### config.mk
export PLATFORM = sky130hd
export DESIGN_NAME = pwm_deadtime_gen
export DESIGN_NICKNAME = d
export VERILOG_FILES = /design/src/rtl/pwm_dt_pkg.sv /design/src/rtl/dt_edge_detect.sv /design/src/rtl/dt_prescaler.sv /design/src/rtl/dt_down_counter.sv /design/src/rtl/pwm_deadtime_gen.sv
export SDC_FILE = /design/constraint.sdc
export NUM_CORES = 1
export LEC_CHECK = 0
export CAP_MARGIN = 15
export CORE_AREA = 2 2 42 44
export DETAILED_ROUTE_END_ITERATION = 12
export DIE_AREA = 0 0 44 46
export GPL_ROUTABILITY_DRIVEN = 0
export PLACE_DENSITY = 0.71
export SYNTH_ARGS = -nofsm -noshare
export SYNTH_HDL_FRONTEND = slang
export SYNTH_HIERARCHICAL = 1
export SYNTH_SLANG_ARGS = --single-unit
export TNS_END_PERCENT = 50
### constraint.sdc
create_clock -name clk -period 6.2 [get_ports clk]
set_clock_uncertainty 0.15 [all_clocks]
set_input_delay 0.93 -clock clk [delete_from_list [all_inputs] [get_ports clk]]
set_output_delay 0.93 -clock clk [all_outputs]
set_load 0.005 [all_outputs]
### src/rtl/pwm_dt_pkg.sv
package pwm_dt_pkg;
  typedef enum logic {
    SIDE_LO = 1'b0,
    SIDE_HI = 1'b1
  } side_e;
endpackage

### src/rtl/dt_edge_detect.sv
module dt_edge_detect
  import pwm_dt_pkg::*;
(
  input  logic  clk,
  input  logic  rst_n,
  input  logic  enable,
  input  logic  wave_in,
  output side_e level,
  output logic  restart
);
  // Registered copy of the waveform; a mismatch is an edge.
  always_ff @(posedge clk or negedge rst_n) begin
    if (!rst_n) level <= SIDE_LO;
    else        level <= side_e'(wave_in);
  end

  // A disabled clock behaves like an edge: blank and reload.
  assign restart = !enable || (wave_in != logic'(level));
endmodule

### src/rtl/dt_prescaler.sv
module dt_prescaler #(
  parameter int unsigned PS_W = 2,
  parameter int unsigned PC_W = (1 << PS_W) - 1
) (
  input  logic            clk,
  input  logic            rst_n,
  input  logic            restart,
  input  logic            run,
  input  logic [PS_W-1:0] ps_sel,
  output logic            tick
);
  logic [PC_W-1:0] pc;
  logic [PC_W-1:0] term;

  // Terminal value 2^ps_sel - 1: the low ps_sel bits set.
  always_comb begin
    for (int i = 0; i < PC_W; i++) term[i] = (i < int'(ps_sel));
  end

  assign tick = run && (pc == term);

  always_ff @(posedge clk or negedge rst_n) begin
    if (!rst_n)       pc <= '0;
    else if (restart) pc <= '0;
    else if (run) begin
      if (tick) pc <= '0;
      else      pc <= pc + 1'b1;
    end
  end
endmodule

### src/rtl/dt_down_counter.sv
module dt_down_counter #(
  parameter int unsigned CNT_W = 4
) (
  input  logic             clk,
  input  logic             rst_n,
  input  logic             load,
  input  logic [CNT_W-1:0] load_val,
  input  logic             tick,
  output logic             busy,
  output logic             zero
);
  logic [CNT_W-1:0] cnt;

  assign zero = (cnt == '0);

  always_ff @(posedge clk or negedge rst_n) begin
    if (!rst_n) begin
      cnt  <= '0;
      busy <= 1'b1;
    end else if (load) begin
      cnt  <= load_val;
      busy <= 1'b1;
    end else if (busy) begin
      if (zero)      busy <= 1'b0;
      else if (tick) cnt  <= cnt - 1'b1;
    end
  end
endmodule

### src/rtl/pwm_deadtime_gen.sv
module pwm_deadtime_gen
  import pwm_dt_pkg::*;
#(
  parameter int unsigned CNT_W = 4,
  parameter int unsigned PS_W  = 2
) (
  input  logic               clk,
  input  logic               rst_n,
  input  logic               enable,
  input  logic [2*CNT_W-1:0] dt_cfg,
  input  logic [PS_W-1:0]    ps_sel,
  input  logic               wave_in,
  output logic               drv_hi,
  output logic               drv_lo
);
  localparam int unsigned CFG_W = 2 * CNT_W;
  localparam int unsigned PC_W  = (1 << PS_W) - 1;

  side_e            level;
  logic             restart;
  logic             busy;
  logic             zero;
  logic             tick;
  logic             fire;
  logic [CNT_W-1:0] load_val;

  dt_edge_detect u_edge (
    .clk     (clk),
    .rst_n   (rst_n),
    .enable  (enable),
    .wave_in (wave_in),
    .level   (level),
    .restart (restart)
  );

  // A rising waveform arms the true side, a falling one the complement.
  assign load_val = wave_in ? dt_cfg[CFG_W-1:CNT_W] : dt_cfg[CNT_W-1:0];

  dt_prescaler #(.PS_W(PS_W), .PC_W(PC_W)) u_pre (
    .clk     (clk),
    .rst_n   (rst_n),
    .restart (restart),
    .run     (busy && !zero && !restart),
    .ps_sel  (ps_sel),
    .tick    (tick)
  );

  dt_down_counter #(.CNT_W(CNT_W)) u_cnt (
    .clk      (clk),
    .rst_n    (rst_n),
    .load     (restart),
    .load_val (load_val),
    .tick     (tick),
    .busy     (busy),
    .zero     (zero)
  );

  assign fire = busy && zero && !restart;

  always_ff @(posedge clk or negedge rst_n) begin
    if (!rst_n) begin
      drv_hi <= 1'b0;
      drv_lo <= 1'b0;
    end else if (restart) begin
      drv_hi <= 1'b0;
      drv_lo <= 1'b0;
    end else if (fire) begin
      drv_hi <= (level == SIDE_HI);
      drv_lo <= (level == SIDE_LO);
    end
  end
endmodule

# --- Yosys cells after proc, flatten, opt, wreduce, memory -nomap -nowiden ---
# Index checks and enable logic that the tools add are counted.
# Widths: inputs -> output; s select.
word_totals:
  ff_bits: 11
  latch_bits: 0
  ramBits: 0
  romBits: 0
  out_inout_bits: 2
  wordCells: 45
  mem_count: 0
op_classes:
  add_sub_neg: 2
  n_mul: 0
  div: 0
  magnitude_cmp: 3
  n_eq_ne: 3
  shifts: 0
  n_mux: 15
  n_bitwise: 1
  n_reduce_logical: 15
ops:
  columns: ["op", "count"]
  rows:
  - ["$mux 4", 5]
  - ["$mux 3", 3]
  - ["$reduce_bool 2->1", 4]
  - ["$mux 1", 7]
  - ["$logic_and 1x1->1", 5]
  - ["$logic_not 4->1", 1]
  - ["$lt 1x2->1 const A", 2]
  - ["$sub 4x1->4 const B", 1]
  - ["$add 3x1->3 const B", 1]
  - ["$eq 3x3->1", 1]
  - ["$logic_not 1->1", 3]
  - ["$reduce_and 3->1", 1]
  - ["$lt 2x2->1 const A", 1]
  - ["$ne 2x2->1 const B", 1]
  - ["$logic_or 1x1->1", 1]
  - ["$ne 1x1->1", 1]
  - ["$not 1->1", 1]

# --- Depth between registers and ports, before layout ---
# Gate-level depths: netlist of the first run.
depth:
  ltp_word: 9
  depth_mapped: 8
  ltp_nobuf: 8

# --- By module ---
# Netlist of the first run, hierarchy kept.
modules_own_cells:
  columns: ["mod", "instances", "cells_each", "area_per_inst_um2", "seq_area_each_um2"]
  rows:
  - ["dt_down_counter", 1, 31, 285.3, 126.4]
  - ["dt_prescaler", 1, 22, 212.7, 75.1]
  - ["pwm_deadtime_gen", 1, 13, 145.1, 50.0]
  - ["dt_edge_detect", 1, 3, 37.5, 25.0]

# --- Worst setup path before layout of the first run ---
# Ideal clock, no wire load.
synth_timing:
  kind: "input-to-reg"
  from: "in wave_in"
  to: "reg u_cnt.cnt[0]"
  setup_ps: 82
  arrival_time_ps: 2640
  t_required_ps: 5968
  slack_ps: 3328
  path_stages: 7
  n_path_buf: 0
  cell_sequence: "xnor2_1 > nand2_1 > nor3b_1 > nor3b_1 > nand2_1 > or3_1 > a31oi_1"
synth_between:
  elab_chain_cells: 7
  elab_cells_between_ends: 11
  cone_classes: "eq/ne: 2; mux: 2; reduce/logical: 7"
synth_lines:
  columns: ["item", "line_no", "text"]
  rows:
  - ["start, declared", "pwm_deadtime_gen.sv:12", "input logic wave_in,"]
  - ["$ne 1x1->1", "dt_edge_detect.sv:18", "assign restart = !enable || (wave_in != logic'(level));"]
  - ["$logic_or 1x1->1", "dt_edge_detect.sv:18", null]
  - ["named net restart", "pwm_deadtime_gen.sv:20", "logic restart;"]
  - ["$logic_not 1->1", "pwm_deadtime_gen.sv:43", ".run (busy && !zero && !restart),"]
  - ["$logic_and 1x1->1", "pwm_deadtime_gen.sv:43", null]
  - ["$logic_and 1x1->1", "dt_prescaler.sv:20", "assign tick = run && (pc == term);"]
  - ["named net tick", "pwm_deadtime_gen.sv:23", "logic tick;"]
  - ["$reduce_bool 2->1 (no source line)", null, null]
  - ["$reduce_and 3->1 (no source line)", null, null]
  - ["end signal, assigned", "dt_down_counter.sv:21", "cnt <= load_val;"]
  - ["end signal, assigned", "dt_down_counter.sv:25", "else if (tick) cnt <= cnt - 1'b1;"]
  - ["end, declared", "dt_down_counter.sv:12", "logic [CNT_W-1:0] cnt;"]
# The timed path passes the listed nets, and every way through them passes these cells.
# A chain may end at the register's enable or synchronous reset.

# --- Worst setup path in the final report of the first run ---
layout_timing:
  from: "in wave_in"
  to: "reg u_cnt.cnt[1]"
# The elaborated chain is that of the path after synthesis.

==> impl_metrics.env, run 1 <==
export IMPL_required_ns=6.24
export IMPL_fmax_mhz=284
export IMPL_outcome="finished, final reports clean"
export IMPL_antenna_cells=0
export IMPL_reg2reg_depth=8
export IMPL_critPathMaxStageDelay_ns=0.61
export IMPL_grt_antenna_before_repair=0
export IMPL_drt_iter0_drc=4
export IMPL_syn_nets=85
export IMPL_synth_edff_count=0
export IMPL_drv_cap=0
export IMPL_ys_ff_latch=11
export IMPL_r2r_end="u_cnt/cnt[1]"
export IMPL_post_cts_buffers=0
export IMPL_cts_resized_gates=0
export IMPL_final_util=0.544
export IMPL_area_growth_pct=29.0
export IMPL_grt_pass1_vias=577
export IMPL_numCtsBuffers=3
export IMPL_cp_depth=8
export IMPL_htree_levels=1
export IMPL_clk_path_buf_depth=2
export IMPL_r2r_start="u_cnt/cnt[0]"
export IMPL_async_flop_share=1.00
export IMPL_pwr_density_cell_nw_per_um2=188
export IMPL_cp_endpoint="u_cnt/cnt[1]"
export IMPL_fp_row_count=15
export IMPL_ant_nets=0
export IMPL_num_io_pins=16
export IMPL_vias=593
export IMPL_path_cells="clkdlybuf4s50_1, xnor2_1, nand2_1, nor3b_1, nor3b_1, nand2_1, or3_1, a31oi_1"
export IMPL_p_leak_uw=0.000370
export IMPL_grt_pass1_wl_um=2300
export IMPL_fillerInstances=146
export IMPL_period_share=0.567
export IMPL_via_per_inst=5.65
export IMPL_grt_overflow=0
export IMPL_worstSetupEndpointType="flip-flop"
export IMPL_hp_class="flip-flop to flip-flop"
export IMPL_relSlewSlack=0.563
export IMPL_port_buffers=15
export IMPL_path_buf_inv=1
export IMPL_fin_nets=105
export IMPL_cts_sinks=11
export IMPL_synth_avg_cell_area_um2=9.86
export IMPL_crit_slowest_cell="clkdlybuf4s50_1"
export IMPL_yosysSeqAreaShare=0.406
export IMPL_grt_max_degree=12
export IMPL_die_x_um=44
export IMPL_critPathTopFamily="simple AND/OR/NAND/NOR gates"
export IMPL_setup_slack_ns=2.68
export IMPL_dieArea_um2=2020
export IMPL_fin_crit_ns=3.52
export IMPL_rsz0062_at_grt="no"
export IMPL_cts_tree="yes"
export IMPL_place_ws_ns=2.40
export IMPL_setup_viol=0
export IMPL_syn_inst=69
export IMPL_die_h_um=46
export IMPL_r2r_slack_ns=3.40
export IMPL_irDropWorstVdd_mv=0.0799
export IMPL_hold_buffers=0
export IMPL_wire_per_inst_um=13.5
export IMPL_worst_setup_path_start_kind="input pin"
export IMPL_drive_gt1_frac=0.125
export IMPL_ys_dominant_reg_cell="dfrtp_1"
export IMPL_path_clk_slew_ns=0.07
export IMPL_tightest_slew_ns=0.654
export IMPL_synthesis_area_um2=681
export IMPL_dr_pass1_iters=4
export IMPL_drv_slew=0
export IMPL_startpoint="wave_in"
export IMPL_cp_max_fo=10
export IMPL_drt_total_wl_um=1420
export IMPL_fp_coreArea_um2=1610
export IMPL_finalHoldViolCount=0
export IMPL_start_util=0.422
export IMPL_post_dp_cell_area_um2=852
export IMPL_clk_latency_ns=0.27
export IMPL_yosys_warnings=6
export IMPL_track_usage=0.157
export IMPL_final_area_um2=878
export IMPL_worstPathArrival_ns=3.56
export IMPL_root_buffer="clkbuf_4"
export IMPL_yosysUniqueCellTypes=33
export IMPL_total_power_uw=165
export IMPL_tns_ns=0
export IMPL_critPathKind="input pin to flip-flop"
export IMPL_route_detailed_drc=0
export IMPL_dp_hpwl_um=1050
-- cells by family after synthesis --
| logic type | count (synthesis) | share of synthesized area |
|---|---|---|
| AOI/OAI and AO/OA | 17 | 0.173 |
| xor gates and xnor gates | 1 | 0.0129 |
| adders and majority gates | 2 | 0.0368 |
| buffers and inverters | 4 | 0.0221 |
| DFF | 11 | 0.406 |
| muxes | 6 | 0.0956 |
| and+or+nand+nor | 28 | 0.254 |
-- power breakdown --
part / leakage (uW) / switching [uW] / internal, uW
Sequential: 0.000138 / 4.95 / 76.2
Combinational: 0.000217 / 15.3 / 18.6
Clock: 0.0000150 / 24.7 / 24.9
Total: 0.000370 / 45.0 / 120
-- cell type report --
type | instances | area [um2] | area share
Timing Repair Buffer | 15 | 150 | 0.171
Sequential cell | 11 | 277 | 0.315
Multi-Input combinational cell | 54 | 389 | 0.443
Tap cell | 17 | 21.3 | 0.0242
Inverter | 4 | 15.0 | 0.0171
Clock buffer | 4 | 26.3 | 0.0299
-- worst min path at each step --
| stage | startpoint | endpoint | slack (ns) | cells past startpoint |
|---|---|---|---|---|
| final | u_cnt/busy | u_cnt/busy | 0.41 | 2 |
| after global routing | u_cnt/busy | u_cnt/busy | 0.44 | 2 |
| after CTS | u_cnt/busy | u_cnt/busy | 0.40 | 2 |
| after detailed placement | u_cnt/busy | u_cnt/busy | 0.39 | 2 |
| after global placement | u_cnt/busy | u_cnt/busy | 0.39 | 2 |
| after floorplan | u_cnt/busy | u_cnt/busy | 0.36 | 2 |
-- state kept, by name, summed over array words and instances, names as in the netlist --
signal / cells
drv_lo: 1
u_pre/pc: 3
u_cnt/cnt: 4
drv_hi: 1
u_edge/level: 1
u_cnt/busy: 1
-- stage by stage --
step,cells,hold slack (ns)
2_1_floorplan,69,0.358
3_3_place_gp,101,0.386
3_5_place_dp,101,0.391
4_1_cts,105,0.403
5_1_grt,105,0.444
6_report,105,0.405
-- cells in the mapped netlist (2+ instances only) --
cell type / number / area [um2]
a21bo_1: 2 / 20.0
a21oi_1: 4 / 20.0
a31oi_1: 2 / 12.5
dfrtp_1: 10 / 250
ha_1: 2 / 25.0
inv_1: 4 / 15.0
mux2_2: 4 / 45.0
mux2i_1: 2 / 20.0
nand2_1: 4 / 15.0
nand3_1: 2 / 10.0
nor2_1: 6 / 22.5
nor3b_1: 2 / 15.0
o21ai_0: 4 / 20.0
or3_1: 2 / 12.5
-- routing by layer --
layer | up-vias | part of all wire | track usage | routed length, um
met5 | - | 0 | 0 | 0
met4 | 0 | 0 | 0.0727 | 0
met3 | 0 | 0.044 | 0.0397 | 63
met2 | 17 | 0.51 | 0.262 | 730
met1 | 283 | 0.44 | 0.188 | 627
li1 | 293 | - | - | -
-- worst reg2reg max path, delay by kind of cell, from the launching register on --
kind,cells,cell delay [ns]
buf+inv,1,0.06
flops,1,0.40
fa+ha+maj,1,0.23
simple gates,5,1.71
compound gates,1,0.17
-- cell usage in the layout, fill, tap and decap left out, types with 3 or more instances in the layout --
cell type | synthesis | routed
o21ai_0 | 4 | 4
nor2_1 | 6 | 6
clkbuf_4 | 0 | 3
clkdlybuf4s50_1 | 0 | 15
inv_1 | 4 | 4
mux2_2 | 4 | 4
dfrtp_1 | 10 | 10
nand2_1 | 4 | 4
a21oi_1 | 4 | 4
(Power assumes the default switching activity.)
==> run 2, diff against run 1 <==
==> constraint.sdc (replaced) <==
create_clock -name clk -period 3.7 [get_ports clk]
set_clock_uncertainty 0.15 [all_clocks]
set_input_delay 0.555 -clock clk [delete_from_list [all_inputs] [get_ports clk]]
set_output_delay 0.555 -clock clk [all_outputs]
set_load 0.005 [all_outputs]
==> impl_metrics.env, run 2 (synthesis gave the netlist of run 1 again) <==
export IMPL_pwr_density_cell_nw_per_um2=312
export IMPL_drive_gt1_frac=0.135
export IMPL_clk_latency_ns=0.27
export IMPL_dieArea_um2=2020
export IMPL_via_per_inst=5.77
export IMPL_fmax_mhz=343
export IMPL_largest_register="u_cnt/cnt"
export IMPL_port_buffers=15
export IMPL_root_buffer="clkbuf_4"
export IMPL_outcome="finished, final reports clean"
export IMPL_dr_pass1_iters=4
export IMPL_final_util=0.549
export IMPL_fp_coreArea_um2=1610
export IMPL_grt_antenna_before_repair=0
export IMPL_antenna_cells=0
export IMPL_finalHoldViolCount=0
export IMPL_ant_nets=0
export IMPL_largestRegisters="u_cnt/cnt x4, u_pre/pc x3"
export IMPL_num_io_pins=16
export IMPL_r2r_start="u_cnt/cnt[0]"
export IMPL_drt_iter0_drc=6
export IMPL_dp_hpwl_um=1040
export IMPL_mostFrequentLayoutCell="clkdlybuf4s50_1"
export IMPL_relSlewSlack=0.620
export IMPL_final_cell_mix="15 x clkdlybuf4s50_1, 10 x dfrtp_1, 6 x nor2_1"
export IMPL_cts_sinks=11
export IMPL_path_clk_slew_ns=0.07
export IMPL_period_share=0.788
export IMPL_crit_slowest_cell="clkdlybuf4s50_1"
export IMPL_grt_overflow=0
export IMPL_fin_nets=106
export IMPL_setup_viol=0
export IMPL_worstSetupEndpointType="flip-flop"
export IMPL_rsz0062_at_grt="no"
export IMPL_irDropWorstVdd_mv=0.236
export IMPL_fp_row_count=15
export IMPL_clk_path_buf_depth=2
export IMPL_cts_tree="yes"
export IMPL_critPathMaxStageDelay_ns=0.60
export IMPL_grt_pass1_wl_um=2170
export IMPL_tightest_slew_ns=0.568
export IMPL_fin_crit_ns=2.91
export IMPL_grt_max_degree=12
export IMPL_htree_levels=1
export IMPL_drv_slew=0
export IMPL_start_util=0.422
export IMPL_largest_reg_flops=4
export IMPL_cp_max_fo=10
export IMPL_critPathKind="input pin to flip-flop"
export IMPL_hp_class="flip-flop to flip-flop"
export IMPL_numCtsBuffers=3
export IMPL_area_growth_pct=30.1
export IMPL_die_h_um=46
export IMPL_fillerInstances=145
export IMPL_drt_total_wl_um=1400
export IMPL_route_detailed_drc=0
export IMPL_tns_ns=0
export IMPL_p_leak_uw=0.000375
export IMPL_cts_resized_gates=0
export IMPL_die_x_um=44
export IMPL_track_usage=0.152
export IMPL_wire_per_inst_um=13.2
export IMPL_worstPathArrival_ns=2.95
export IMPL_path_cells="clkdlybuf4s50_1, xnor2_1, nand2_1, nor3b_1, buf_4, nor3b_1, nand2_1, or3_1, a31oi_1"
export IMPL_startpoint="wave_in"
export IMPL_hp_start="u_cnt/busy"
export IMPL_vias=612
export IMPL_worst_setup_path_start_kind="input pin"
export IMPL_grt_pass1_vias=535
export IMPL_post_cts_buffers=0
export IMPL_drv_cap=0
export IMPL_required_ns=3.74
export IMPL_hold_buffers=0
## run 2: changes by cell type in the layout (fill, tap and decap cells not counted), sizes merged
cell / previous run / this run
buf: 0 / 1
## run 2: per-layer routing
layer,track usage,part of all wire
met4,0.0909,0.0043
met2,0.256,0.50
met1,0.181,0.45
met3,0.0238,0.039
met5,0,0
## run 2: path summary, 6_finish.rpt
path	to	slack (ns)	cells past startpoint
max	u_cnt/cnt[0]	0.79	9
min	drv_lo	0.45	2
max reg2reg	u_cnt/cnt[0]	1.13	9
min reg2reg	drv_lo	0.45	2
max in group asynchronous	u_cnt/busy	2.57	1
min in group asynchronous	u_edge/level	0.47	1
## run 2: where the power goes
part | internal [uW] | total (uW) | switching [uW]
Clock | 41.7 | 81.5 | 39.8
Sequential | 128 | 137 | 8.96
Combinational | 32.4 | 58.1 | 25.7
## run 2: layout make-up
cell class,count,area [um2],area share
Multi-Input combinational cell,54,389,0.439
Inverter,4,15.0,0.0169
Tap cell,17,21.3,0.0240
Sequential cell,11,277,0.312
Timing Repair Buffer,16,158,0.178
Clock buffer,4,26.3,0.0297
## run 2: critical path: cells and delay by family
| family | cells | cell delay, ns |
|---|---|---|
| AND/OR/NAND/NOR | 5 | 1.30 |
| AO/OA/AOI/OAI | 1 | 0.17 |
| XOR/XNOR | 1 | 0.15 |
| buffers and inverters | 2 | 0.77 |
## run 2: through the flow
stage	std cells	worst slack, ns	cell area, um2	power (uW)	hold slack [ns]
after global routing	106	0.517	886	292	0.455
after CTS	106	0.775	886	281	0.429
after global placement	102	0.515	860	195	0.389
after detailed placement	102	0.517	860	197	0.413
final	106	0.786	886	276	0.447
after floorplan	69	1.20	681	169	0.109
